`config.mk`:
```
export PLATFORM = sky130hd
export DESIGN_NAME = tagsched_station
export DESIGN_NICKNAME = d
export VERILOG_FILES = /design/src/rtl/tagsched_pkg.sv /design/src/rtl/ts_tag_pool.sv /design/src/rtl/ts_reg_status.sv /design/src/rtl/ts_station.sv /design/src/rtl/tagsched_station.sv
export SDC_FILE = /design/constraint.sdc
export NUM_CORES = 2
export LEC_CHECK = 0
export BUFFER_PORTS_ARGS = -buffer_cell sky130_fd_sc_hd__buf_2
export CAP_MARGIN = 5
export CORE_MARGIN = 2
export CORE_UTILIZATION = 54
export DETAILED_ROUTE_END_ITERATION = 7
export PLACE_DENSITY = 0.71
export SLEW_MARGIN = 20
export SYNTH_ARGS = -nofsm -noshare
export SYNTH_HDL_FRONTEND = slang
export SYNTH_SLANG_ARGS = --single-unit
```
`constraint.sdc`:
```
create_clock -name clk -period 7.8 [get_ports clk]
set_input_delay 1.95 -clock clk [delete_from_list [all_inputs] [get_ports clk]]
set_output_delay 1.95 -clock clk [all_outputs]
set_load 0.05 [all_outputs]
```
`src/rtl/tagsched_pkg.sv`:
```
package tagsched_pkg;
    localparam int TS_NUM_ENTRIES = 4;
    localparam int TS_NUM_TAGS    = 8;
    localparam int TS_NUM_REGS    = 8;
    localparam int TS_DATA_W      = 32;
    localparam int TS_OP_W        = 4;
    localparam int TS_NUM_SRC     = 2;
endpackage

```
`src/rtl/ts_tag_pool.sv`:
```
module ts_tag_pool #(
    parameter int NUM_TAGS = tagsched_pkg::TS_NUM_TAGS,
    parameter int TAG_W    = $clog2(NUM_TAGS)
) (
    input  logic             clk,
    input  logic             rst_n,
    input  logic             take_en,
    input  logic             give_en,
    input  logic [TAG_W-1:0] give_tag,
    output logic             any_free,
    output logic [TAG_W-1:0] next_tag
);
    typedef struct packed {
        logic [NUM_TAGS-1:0] free;
    } pool_state_t;

    pool_state_t st_q, st_d;
    logic [TAG_W-1:0] pick;

    always_comb begin
        pick = '0;
        for (int i = NUM_TAGS - 1; i >= 0; i--) begin
            if (st_q.free[i]) pick = TAG_W'(i);
        end
        st_d = st_q;
        if (take_en) st_d.free[pick] = 1'b0;
        if (give_en) st_d.free[give_tag] = 1'b1;
    end

    assign any_free = |st_q.free;
    assign next_tag = pick;

    always_ff @(posedge clk) begin
        if (!rst_n) st_q.free <= '1;
        else        st_q <= st_d;
    end

    // a taken tag leaves the pool
    assert_tag_taken_R2: assert property (@(posedge clk) disable iff (!rst_n)
        take_en |=> !st_q.free[$past(pick)]);
    // a broadcast tag must be in use, and comes back to the pool
    assert_bcast_busy_R7: assert property (@(posedge clk) disable iff (!rst_n)
        give_en |-> !st_q.free[give_tag]);
    assert_tag_returned_R7: assert property (@(posedge clk) disable iff (!rst_n)
        give_en |=> st_q.free[$past(give_tag)]);
endmodule

```
`src/rtl/ts_reg_status.sv`:
```
module ts_reg_status #(
    parameter int NUM_REGS = tagsched_pkg::TS_NUM_REGS,
    parameter int NUM_TAGS = tagsched_pkg::TS_NUM_TAGS,
    parameter int DATA_W   = tagsched_pkg::TS_DATA_W,
    parameter int NUM_SRC  = tagsched_pkg::TS_NUM_SRC,
    parameter int REG_W    = $clog2(NUM_REGS),
    parameter int TAG_W    = $clog2(NUM_TAGS)
) (
    input  logic              clk,
    input  logic              rst_n,
    input  logic [REG_W-1:0]  src_idx   [NUM_SRC],
    output logic              src_ready [NUM_SRC],
    output logic [TAG_W-1:0]  src_tag   [NUM_SRC],
    output logic [DATA_W-1:0] src_value [NUM_SRC],
    input  logic              ren_en,
    input  logic [REG_W-1:0]  ren_idx,
    input  logic [TAG_W-1:0]  ren_tag,
    input  logic              bc_valid,
    input  logic [TAG_W-1:0]  bc_tag,
    input  logic [DATA_W-1:0] bc_value,
    input  logic [REG_W-1:0]  look_idx,
    output logic              look_ready,
    output logic [TAG_W-1:0]  look_tag,
    output logic [DATA_W-1:0] look_value
);
    typedef struct packed {
        logic              ready;
        logic [TAG_W-1:0]  tag;
        logic [DATA_W-1:0] value;
    } reg_rec_t;

    typedef struct packed {
        reg_rec_t [NUM_REGS-1:0] r;
    } rf_state_t;

    rf_state_t st_q, st_d;

    // source resolution, with bypass of a same-cycle broadcast
    for (genvar s = 0; s < NUM_SRC; s++) begin : g_src
        reg_rec_t cur;
        assign cur = st_q.r[src_idx[s]];
        always_comb begin
            src_tag[s] = cur.tag;
            if (cur.ready) begin
                src_ready[s] = 1'b1;
                src_value[s] = cur.value;
            end else if (bc_valid && (bc_tag == cur.tag)) begin
                src_ready[s] = 1'b1;
                src_value[s] = bc_value;
            end else begin
                src_ready[s] = 1'b0;
                src_value[s] = '0;
            end
        end
    end

    always_comb begin
        st_d = st_q;
        for (int r = 0; r < NUM_REGS; r++) begin
            if (ren_en && (ren_idx == REG_W'(r))) begin
                st_d.r[r].ready = 1'b0;
                st_d.r[r].tag   = ren_tag;
            end else if (bc_valid && !st_q.r[r].ready && (st_q.r[r].tag == bc_tag)) begin
                st_d.r[r].ready = 1'b1;
                st_d.r[r].value = bc_value;
            end
        end
    end

    assign look_ready = st_q.r[look_idx].ready;
    assign look_tag   = st_q.r[look_idx].tag;
    assign look_value = st_q.r[look_idx].value;

    always_ff @(posedge clk) begin
        if (!rst_n) begin
            for (int r = 0; r < NUM_REGS; r++) begin
                st_q.r[r].ready <= 1'b1;
                st_q.r[r].tag   <= '0;
                st_q.r[r].value <= '0;
            end
        end else begin
            st_q <= st_d;
        end
    end

    // renamed destination is pending under its new tag
    assert_dst_pending_R3: assert property (@(posedge clk) disable iff (!rst_n)
        ren_en |=> (!st_q.r[$past(ren_idx)].ready && st_q.r[$past(ren_idx)].tag == $past(ren_tag)));

    for (genvar r = 0; r < NUM_REGS; r++) begin : g_chk
        // a broadcast of a tag the register no longer names leaves its value alone
        assert_stale_no_write_R7: assert property (@(posedge clk) disable iff (!rst_n)
            (bc_valid && !st_q.r[r].ready && st_q.r[r].tag != bc_tag && !(ren_en && ren_idx == REG_W'(r)))
            |=> $stable(st_q.r[r].value));
    end
endmodule

```
`src/rtl/ts_station.sv`:
```
module ts_station #(
    parameter int NUM_ENTRIES = tagsched_pkg::TS_NUM_ENTRIES,
    parameter int NUM_TAGS    = tagsched_pkg::TS_NUM_TAGS,
    parameter int DATA_W      = tagsched_pkg::TS_DATA_W,
    parameter int OP_W        = tagsched_pkg::TS_OP_W,
    parameter int NUM_SRC     = tagsched_pkg::TS_NUM_SRC,
    parameter int TAG_W       = $clog2(NUM_TAGS),
    parameter int IDX_W       = $clog2(NUM_ENTRIES)
) (
    input  logic              clk,
    input  logic              rst_n,
    input  logic              wr_en,
    input  logic [OP_W-1:0]   wr_op,
    input  logic [TAG_W-1:0]  wr_dtag,
    input  logic              wr_ready [NUM_SRC],
    input  logic [TAG_W-1:0]  wr_tag   [NUM_SRC],
    input  logic [DATA_W-1:0] wr_value [NUM_SRC],
    input  logic              bc_valid,
    input  logic [TAG_W-1:0]  bc_tag,
    input  logic [DATA_W-1:0] bc_value,
    input  logic              fu_ready,
    output logic              full,
    output logic              iss_valid,
    output logic [OP_W-1:0]   iss_op,
    output logic [TAG_W-1:0]  iss_dtag,
    output logic [DATA_W-1:0] iss_value [NUM_SRC]
);
    typedef struct packed {
        logic              ready;
        logic [TAG_W-1:0]  tag;
        logic [DATA_W-1:0] value;
    } opnd_t;

    typedef struct packed {
        logic                     valid;
        logic [OP_W-1:0]          op;
        logic [TAG_W-1:0]         dtag;
        opnd_t [NUM_SRC-1:0]      src;
    } entry_t;

    typedef struct packed {
        entry_t [NUM_ENTRIES-1:0] e;
    } rs_state_t;

    rs_state_t st_q, st_d;

    logic [NUM_ENTRIES-1:0] ready_vec;
    logic [IDX_W-1:0]       slot;
    logic                   any_slot;
    logic [IDX_W-1:0]       pick;
    logic                   any_ready;

    for (genvar e = 0; e < NUM_ENTRIES; e++) begin : g_rdy
        logic [NUM_SRC-1:0] ops_ok;
        for (genvar s = 0; s < NUM_SRC; s++) begin : g_op
            assign ops_ok[s] = st_q.e[e].src[s].ready;
        end
        assign ready_vec[e] = st_q.e[e].valid && (&ops_ok);
    end

    always_comb begin
        slot      = '0;
        any_slot  = 1'b0;
        pick      = '0;
        any_ready = 1'b0;
        for (int e = NUM_ENTRIES - 1; e >= 0; e--) begin
            if (!st_q.e[e].valid) begin
                slot     = IDX_W'(e);
                any_slot = 1'b1;
            end
            if (ready_vec[e]) begin
                pick      = IDX_W'(e);
                any_ready = 1'b1;
            end
        end
    end

    assign full      = !any_slot;
    assign iss_valid = fu_ready && any_ready;
    assign iss_op    = st_q.e[pick].op;
    assign iss_dtag  = st_q.e[pick].dtag;
    for (genvar s = 0; s < NUM_SRC; s++) begin : g_iss
        assign iss_value[s] = st_q.e[pick].src[s].value;
    end

    always_comb begin
        st_d = st_q;
        // wakeup from the result broadcast
        for (int e = 0; e < NUM_ENTRIES; e++) begin
            for (int s = 0; s < NUM_SRC; s++) begin
                if (bc_valid && st_q.e[e].valid && !st_q.e[e].src[s].ready
                    && (st_q.e[e].src[s].tag == bc_tag)) begin
                    st_d.e[e].src[s].ready = 1'b1;
                    st_d.e[e].src[s].value = bc_value;
                end
            end
        end
        if (iss_valid) st_d.e[pick].valid = 1'b0;
        if (wr_en) begin
            st_d.e[slot].valid = 1'b1;
            st_d.e[slot].op    = wr_op;
            st_d.e[slot].dtag  = wr_dtag;
            for (int s = 0; s < NUM_SRC; s++) begin
                st_d.e[slot].src[s].ready = wr_ready[s];
                st_d.e[slot].src[s].tag   = wr_tag[s];
                st_d.e[slot].src[s].value = wr_value[s];
            end
        end
    end

    always_ff @(posedge clk) begin
        if (!rst_n) st_q <= '0;
        else        st_q <= st_d;
    end

    // no write into a full station
    assert_no_write_full_R9: assert property (@(posedge clk) disable iff (!rst_n)
        wr_en |-> any_slot);
    // the issued entry is released
    assert_issue_frees_R8: assert property (@(posedge clk) disable iff (!rst_n)
        iss_valid |=> !st_q.e[$past(pick)].valid);

    for (genvar e = 0; e < NUM_ENTRIES; e++) begin : g_wake_chk
        for (genvar s = 0; s < NUM_SRC; s++) begin : g_s
            // matching waiting operand captures the broadcast
            assert_wakeup_R5: assert property (@(posedge clk) disable iff (!rst_n)
                (bc_valid && st_q.e[e].valid && !st_q.e[e].src[s].ready && st_q.e[e].src[s].tag == bc_tag)
                |=> (st_q.e[e].src[s].ready && st_q.e[e].src[s].value == $past(bc_value)));
        end
    end
endmodule

```
`src/rtl/tagsched_station.sv`:
```
module tagsched_station #(
    parameter int NUM_ENTRIES = tagsched_pkg::TS_NUM_ENTRIES,
    parameter int NUM_TAGS    = tagsched_pkg::TS_NUM_TAGS,
    parameter int NUM_REGS    = tagsched_pkg::TS_NUM_REGS,
    parameter int DATA_W      = tagsched_pkg::TS_DATA_W,
    parameter int OP_W        = tagsched_pkg::TS_OP_W,
    parameter int TAG_W       = $clog2(NUM_TAGS),
    parameter int REG_W       = $clog2(NUM_REGS)
) (
    input  logic              clk,
    input  logic              rst_n,
    input  logic              disp_valid,
    input  logic [OP_W-1:0]   disp_op,
    input  logic [REG_W-1:0]  disp_dst,
    input  logic [REG_W-1:0]  disp_src_a,
    input  logic [REG_W-1:0]  disp_src_b,
    output logic              disp_ready,
    output logic [TAG_W-1:0]  disp_tag,
    input  logic              bcast_valid,
    input  logic [TAG_W-1:0]  bcast_tag,
    input  logic [DATA_W-1:0] bcast_value,
    input  logic              fu_ready,
    output logic              issue_valid,
    output logic [OP_W-1:0]   issue_op,
    output logic [TAG_W-1:0]  issue_tag,
    output logic [DATA_W-1:0] issue_a,
    output logic [DATA_W-1:0] issue_b,
    input  logic [REG_W-1:0]  look_idx,
    output logic              look_ready,
    output logic [TAG_W-1:0]  look_tag,
    output logic [DATA_W-1:0] look_value
);
    localparam int NUM_SRC = tagsched_pkg::TS_NUM_SRC;

    logic              accept;
    logic              pool_avail;
    logic              rs_full;
    logic [REG_W-1:0]  src_idx   [NUM_SRC];
    logic              src_ready [NUM_SRC];
    logic [TAG_W-1:0]  src_tag   [NUM_SRC];
    logic [DATA_W-1:0] src_value [NUM_SRC];
    logic [DATA_W-1:0] iss_value [NUM_SRC];

    assign disp_ready = pool_avail && !rs_full;
    assign accept     = disp_valid && disp_ready;
    assign src_idx[0] = disp_src_a;
    assign src_idx[1] = disp_src_b;
    assign issue_a    = iss_value[0];
    assign issue_b    = iss_value[1];

    ts_tag_pool #(.NUM_TAGS(NUM_TAGS), .TAG_W(TAG_W)) u_pool (
        .clk      (clk),
        .rst_n    (rst_n),
        .take_en  (accept),
        .give_en  (bcast_valid),
        .give_tag (bcast_tag),
        .any_free (pool_avail),
        .next_tag (disp_tag)
    );

    ts_reg_status #(
        .NUM_REGS(NUM_REGS), .NUM_TAGS(NUM_TAGS), .DATA_W(DATA_W),
        .NUM_SRC(NUM_SRC), .REG_W(REG_W), .TAG_W(TAG_W)
    ) u_regs (
        .clk        (clk),
        .rst_n      (rst_n),
        .src_idx    (src_idx),
        .src_ready  (src_ready),
        .src_tag    (src_tag),
        .src_value  (src_value),
        .ren_en     (accept),
        .ren_idx    (disp_dst),
        .ren_tag    (disp_tag),
        .bc_valid   (bcast_valid),
        .bc_tag     (bcast_tag),
        .bc_value   (bcast_value),
        .look_idx   (look_idx),
        .look_ready (look_ready),
        .look_tag   (look_tag),
        .look_value (look_value)
    );

    ts_station #(
        .NUM_ENTRIES(NUM_ENTRIES), .NUM_TAGS(NUM_TAGS), .DATA_W(DATA_W),
        .OP_W(OP_W), .NUM_SRC(NUM_SRC), .TAG_W(TAG_W)
    ) u_rs (
        .clk       (clk),
        .rst_n     (rst_n),
        .wr_en     (accept),
        .wr_op     (disp_op),
        .wr_dtag   (disp_tag),
        .wr_ready  (src_ready),
        .wr_tag    (src_tag),
        .wr_value  (src_value),
        .bc_valid  (bcast_valid),
        .bc_tag    (bcast_tag),
        .bc_value  (bcast_value),
        .fu_ready  (fu_ready),
        .full      (rs_full),
        .iss_valid (issue_valid),
        .iss_op    (issue_op),
        .iss_dtag  (issue_tag),
        .iss_value (iss_value)
    );

    // nothing issues while the function unit is busy
    assert_issue_needs_unit_R8: assert property (@(posedge clk) disable iff (!rst_n)
        !fu_ready |-> !issue_valid);
endmodule

```
Yosys cells after proc, flatten, opt, wreduce, memory -nomap -nowiden. Index checks and enable logic that the tools add are counted.

Register bits: 616. Input port bits: 56. Output and inout bits: 112. Word-level logic and storage cells: 313.

$lt $le $gt $ge: 11. Eq/ne operators: 25. Muxes and demuxes: 110. Bitwise gates (word level): 11. Reduce and logical (&&, ||, !) cells: 95.

Operators with widths (count): bitwise mux 320 bit (10); demux 80 bit (select 2 bit) (10); two-way mux 320 bit (2); two-way mux 32 bit (13); binary-select mux 36 bit (select 3 bit) (3); binary-select mux 80 bit (select 2 bit) (1); two-way mux 80 bit (2); two-way mux 79 bit (2); two-way mux 36 bit (4); two-way mux 75 bit (1); two-way mux 72 bit (1); two-way mux 71 bit (1); two-way mux 68 bit (1); logical AND 1 bit (57); == test 3 bit (18); two-way mux 1 bit (38); two-way mux 35 bit (1); two-way mux 3 bit (8); AND reduction 2 bit (12); < comparator 3 x 4 -> 1 bit (second input constant) (5); zero test 1 bit (16); two-way mux 2 bit (8); two-way mux 8 bit (2); nonzero test 2 bit (8); 13 further kinds (28).

Logic depth before layout (Yosys ltp).
Word-level depth: 22. Gate-level depth with buffers: 10. Gate-level depth less buffers: 6.

Hierarchy. From an unflattened synthesis, not the netlist that was laid out.

Cells, all modules: 3349. Area total of the unflattened synthesis: 35187.5 um^2.

By module, submodules not included: ts_reg_status (times used 1, cells each 1596, area each 18755.5 um^2, seq. area each 5765.5 um^2); ts_station (times used 1, cells each 1695, area each 15964.1 um^2, seq. area each 6406.1 um^2); ts_tag_pool (times used 1, cells each 56, area each 452.9 um^2, seq. area each 160.2 um^2); tagsched_station (times used 1, cells each 2, area each 15.0 um^2, seq. area each 0.0 um^2).

Least setup slack after synthesis. No wires, ideal clock.

Kind: input to output. Start point: input look_idx[0]. End point: output look_value[0]. Arrival time: 3.736 ns. Required time: 5.850 ns. Setup slack: 2.114 ns. Cell stages on the path: 4. Path buffers: 2. Cell sequence: clkbuf_1 > buf_1 > mux4_2 > mux2_2.

Cells in the longest elaborated chain, start to end: 2.

Ends and longest elaborated chain: start, declared (line tagsched_station.sv:28) `input logic [REG_W-1:0] look_idx,`; binary-select mux 36 bit (select 3 bit) (line ts_reg_status.sv:72) `assign look_value = st_q.r[look_idx].value;`; two-way mux 36 bit; end, declared (line tagsched_station.sv:31) `output logic [DATA_W-1:0] look_value`.

No other way between the ends. The select of a mux whose other input is x is not followed.

Worst setup path in the final report.
Start point: input look_idx[0]. End point: output look_value[22].

The elaborated chain is that of the path after synthesis.

==> results.txt <==
The number of DRC markers in iteration 0 came out at 2755. On the worst path, the slowest cell contributes a delay of slightly below 600 ps. The cell area after placement came out at approximately 36000 um2. The setup TNS after final layout is 0 ps. The ratio of total power to cell area is about 190 nW/um2. The worst register-to-register path begins at u_regs.st_q[285]. Summed over all nets, the switching power comes to around 1.9 mW. The endpoint identified for the worst register-to-register timing path is u_rs.st_q[291].

Entering global routing, the biggest net connects between 200 and 300 pins. The slowest stage of the critical path belongs to the cell sky130_fd_sc_hd__buf_4. Synthesis handed over a netlist of about 3500 instances. The sum of internal, switching and leakage power came out at 7.36 mW. The most common flop cell mapped by yosys is sky130_fd_sc_hd__dfxtp_1. The width of the chip is around 260 um. The clock tree from TritonCTS is done. The final period utilization came out at between 70 and 80%. In this run the most critical hold path is launched from u_rs.st_q[315]. The number of cells on the worst reg-to-reg path is 6. The maximum clock frequency is ~170 MHz. The Yosys step of the flow raised 0 warnings.

In this run, synthesis produced a sequential element count of ~620. The share of layout cells above drive strength 1 came out at 27.6%. In this design, the largest share of critical-path delay is due to buffers and inverters. The number of setup violations in the final report came out at 0.

Sequential elements use about 35% of the synthesized area. Walking the worst path, the cells encountered are buf_4, buf_12, mux4_2, mux2_2, buf_2. The HPWL after detailed placement came out at 60100 um. Global routing used between 20 and 30% of the available tracks. The minimum clock period after layout came out at 6040 ps. The total number of vias came out at ~27000. The first-pass iteration count of the detailed router is 6. The top fanout value on the critical path came out at 37. The height of the die is between 200 and 300 um. The vias per cell came out at ~6.3. For this run, design rule violations remaining after detail routing come to 0. The area inside the core boundary is 65500 um2.

By area the synthesized netlist is led by sky130_fd_sc_hd__dfxtp_1 35%, sky130_fd_sc_hd__mux4_2 13%, sky130_fd_sc_hd__mux2i_1 12%, sky130_fd_sc_hd__mux2_2 9.7%, sky130_fd_sc_hd__nor2b_1 4.9%. The net switching fraction of the power came out at 25.3%. The total congestion overflow after global routing is 0. The total CTS buffers came out at just under 70. The combined area of all synthesized cells came out at roughly 36000 um2. The endpoint kind of the worst setup timing path is an output pin. The number of nets handed over by synthesis was around 3500. The number of I/O pins is roughly 170. The post-CTS setup-driven buffer insertion count is 0. The initial antenna violation count is 4. Ranked by instance count, the synthesized netlist is headed by 616 x sky130_fd_sc_hd__dfxtp_1, 417 x sky130_fd_sc_hd__mux2i_1, 342 x sky130_fd_sc_hd__o21ai_0. The run finished with clean final reports. The clock network is responsible for between 40% and 50% of the overall power. The total of hold buffers inserted after clock tree synthesis is 0. The number of clock sinks seen by CTS came out at around 620.

Row generation in the floorplan step produced 94 rows. By instance count, the leading cell after synthesis is sky130_fd_sc_hd__dfxtp_1. Setup repair after global routing left no endpoint under its margin.

Between clock sinks in the finished design, the worst skew comes to between 20 and 25 ps. The count of instances resized after the clock tree is built is 0. The sequential cell fraction of total power is about 44%. The path with the worst hold slack has its endpoint at u_rs.st_q[315].

The insertion delay of the later-clocked pin in the worst-skew pair came out at approximately 600 ps. The mean instance size in the synthesized netlist is 10.3 um2. Along the worst hold path, the cell count comes to 2. The buffers plus inverters on the worst setup path is 3. The die covers slightly below 70000 um2. The final max-slew violation count was 0. The reported max-cap violation count came out at 0. The transition time of the tightest slew-check pin came out at 1380 ps.

The combinational share of power came out at 10.0%. The signal arrival time at the worst endpoint came out at between 4000 and 5000 ps. The required time at the endpoint of the critical path is 5850 ps. Summed over all cells, the static leakage comes to roughly 16 nW. The maximum number of buffers from clock root to sink came out at 3. The area growth from synthesis to layout came out at 8.82%. The number of global-route vias before repair came out at 25500. Dividing the detail-routed wire length by the instance count gives 23.9 um. The number of flops mapped to enable cells by yosys is 0. Wires add up to 102000 um. The largest voltage drop on the vdd net came out at approximately 0.13 mV.

Once detail routing completed, the nets flagged for antenna violations numbered 0. The normalized max-slew margin came out at ~8.2%. The tree is rooted in a sky130_fd_sc_hd__clkbuf_16. The initial standard-cell utilization of the core came out at between 50% and 60%. The CTS clock-pin slew for the worst setup and hold paths came out at roughly 60 ps. The final weighted congestion in routability-driven placement is about 0.84. The post-layout instance area came out at between 30000 and 40000 um2. The total number of H-tree levels is 3.

The count of endpoints failing hold in the final timing report came out at 0. STA classifies the critical path startpoint as a primary input. The post-layout utilization of the core is around three fifths.

The number of nets in the layout came out at between 3000 and 4000. The count of buffers from port buffering came out at approximately 170. The internal power consumption is approximately 5.5 mW. In the synthesized netlist the async set-or-reset flop fraction comes to 0%. sky130_fd_sc_hd__dfxtp_1 takes more of the synthesized area than any other cell. The top cell type by area accounts for 34.6% of the synthesized area. The first-pass GRT wire length is 155000 um. The number of different library cells used by synthesis comes to between 50 and 60. The setup check on the worst reg-to-reg path leaves a slack of roughly 4600 ps. In this run the worst hold path is classified as flip-flop to flip-flop. The critical path is of the primary input to output pin type.
[per-layer routing]
layer | vias up | part of all wire, % | routed length, um | GRT usage (%)
met1 | 13400 | 44 | 45500 | 42.1
met4 | 2 | 2.5 | 2520 | 9.27
met2 | 1102 | 45 | 45800 | 44.5
li1 | 12400 | - | - | -
met3 | 153 | 8.2 | 8370 | 5.79
met5 | - | 0.0069 | 7 | 0
[cell usage in the layout (no fill, tap or decap), types with 3 or more instances in the layout]
cell type	instances
sky130_fd_sc_hd__dfxtp_1	616
sky130_fd_sc_hd__mux2i_1	416
sky130_fd_sc_hd__o21ai_0	342
sky130_fd_sc_hd__mux2_2	307
sky130_fd_sc_hd__nor2b_1	281
sky130_fd_sc_hd__a21oi_1	249
sky130_fd_sc_hd__mux4_2	206
sky130_fd_sc_hd__nand2_1	161
sky130_fd_sc_hd__buf_2	160
sky130_fd_sc_hd__nor2_1	78
sky130_fd_sc_hd__a22oi_1	71
sky130_fd_sc_hd__clkbuf_16	71
sky130_fd_sc_hd__a21boi_0	58
sky130_fd_sc_hd__buf_4	48
sky130_fd_sc_hd__nor3_1	44
sky130_fd_sc_hd__a21oi_2	44
sky130_fd_sc_hd__a31oi_4	29
sky130_fd_sc_hd__xor2_1	26
sky130_fd_sc_hd__xnor2_1	25
sky130_fd_sc_hd__clkbuf_1	15
sky130_fd_sc_hd__a31oi_1	11
sky130_fd_sc_hd__o31ai_1	11
sky130_fd_sc_hd__nand3b_1	10
sky130_fd_sc_hd__nand3_1	9
sky130_fd_sc_hd__clkbuf_8	9
sky130_fd_sc_hd__bufinv_16	9
sky130_fd_sc_hd__nor4_4	8
sky130_fd_sc_hd__clkinv_2	8
sky130_fd_sc_hd__buf_12	7
sky130_fd_sc_hd__inv_1	6
sky130_fd_sc_hd__nand2b_1	6
sky130_fd_sc_hd__mux2_1	6
sky130_fd_sc_hd__nand2b_2	5
sky130_fd_sc_hd__diode_2	4
sky130_fd_sc_hd__o211ai_1	4
sky130_fd_sc_hd__nor2_4	3
sky130_fd_sc_hd__o41ai_1	3
[worst max path at each step]
| stage | start | to | cells after the start |
|---|---|---|---|
| 2_1_floorplan | look_idx[0] | look_value[0] | 4 |
| 3_3_place_gp | look_idx[0] | look_value[20] | 5 |
| 3_5_place_dp | look_idx[0] | look_value[22] | 5 |
| 4_1_cts | look_idx[0] | look_value[22] | 5 |
| 5_1_grt | look_idx[0] | look_value[20] | 5 |
| 6_report | look_idx[0] | look_value[22] | 5 |
[power groups by stage]
stage / sequential (mW) / combinational, mW / clock [mW]
final: 3.25 / 0.737 / 3.37
after global routing: 3.26 / 0.780 / 3.53
after CTS: 3.25 / 0.730 / 3.41
after detailed placement: 3.32 / 0.727 / 0
after global placement: 3.32 / 0.720 / 0
after floorplan: 3.31 / 0.558 / 0
[worst reg2reg max path: stages, from the launching register on]
cell and delay (ps):
sky130_fd_sc_hd__dfxtp_1 380, sky130_fd_sc_hd__mux2_2 290, sky130_fd_sc_hd__mux4_2 640, sky130_fd_sc_hd__xor2_4 860
sky130_fd_sc_hd__nor3_1 160, sky130_fd_sc_hd__a21oi_1 600, sky130_fd_sc_hd__a21oi_1 150
[flip-flops by register name (all words and copies together) (netlist names)]
signal / cells
u_rs.st_q: 312
u_regs.st_q: 288
u_pool.st_q: 8
u_rs.g_rdy.ops_ok: 8
[through the flow]
stage / instances / hold WS (ps) / worst slack [ps]
after floorplan: 3473 / 443 / 2110
after global placement: 4163 / 452 / 1780
after detailed placement: 4163 / 458 / 1750
after CTS: 4276 / 466 / 1740
after global routing: 4278 / 488 / 1660
final: 4280 / 467 / 1760
[layout make-up]
cell class,count,area (um2)
Fill cell,5399,26800
Timing Repair Buffer,216,1320
Tap cell,864,1080
Inverter,7,26.3
Clock inverter,18,319
Multi-Input combinational cell,2460,21700
Antenna cell,4,10.0
Sequential cell,616,12300
Clock buffer,95,1960
[cell families (layout without fill, tap and decap cells)]
logic type / count (synthesis) / count (layout) / share of synthesized area (%)
other: 0 / 4 / 0
buffers and inverters: 397 / 336 / 5.04
muxes: 937 / 937 / 34.7
AOI/OAI and AO/OA: 840 / 840 / 14.8
and+or+nand+nor: 631 / 631 / 9.53
DFF: 616 / 616 / 34.6
xor gates and xnor gates: 52 / 52 / 1.28
Note: power is estimated with default switching activity, not from simulation.
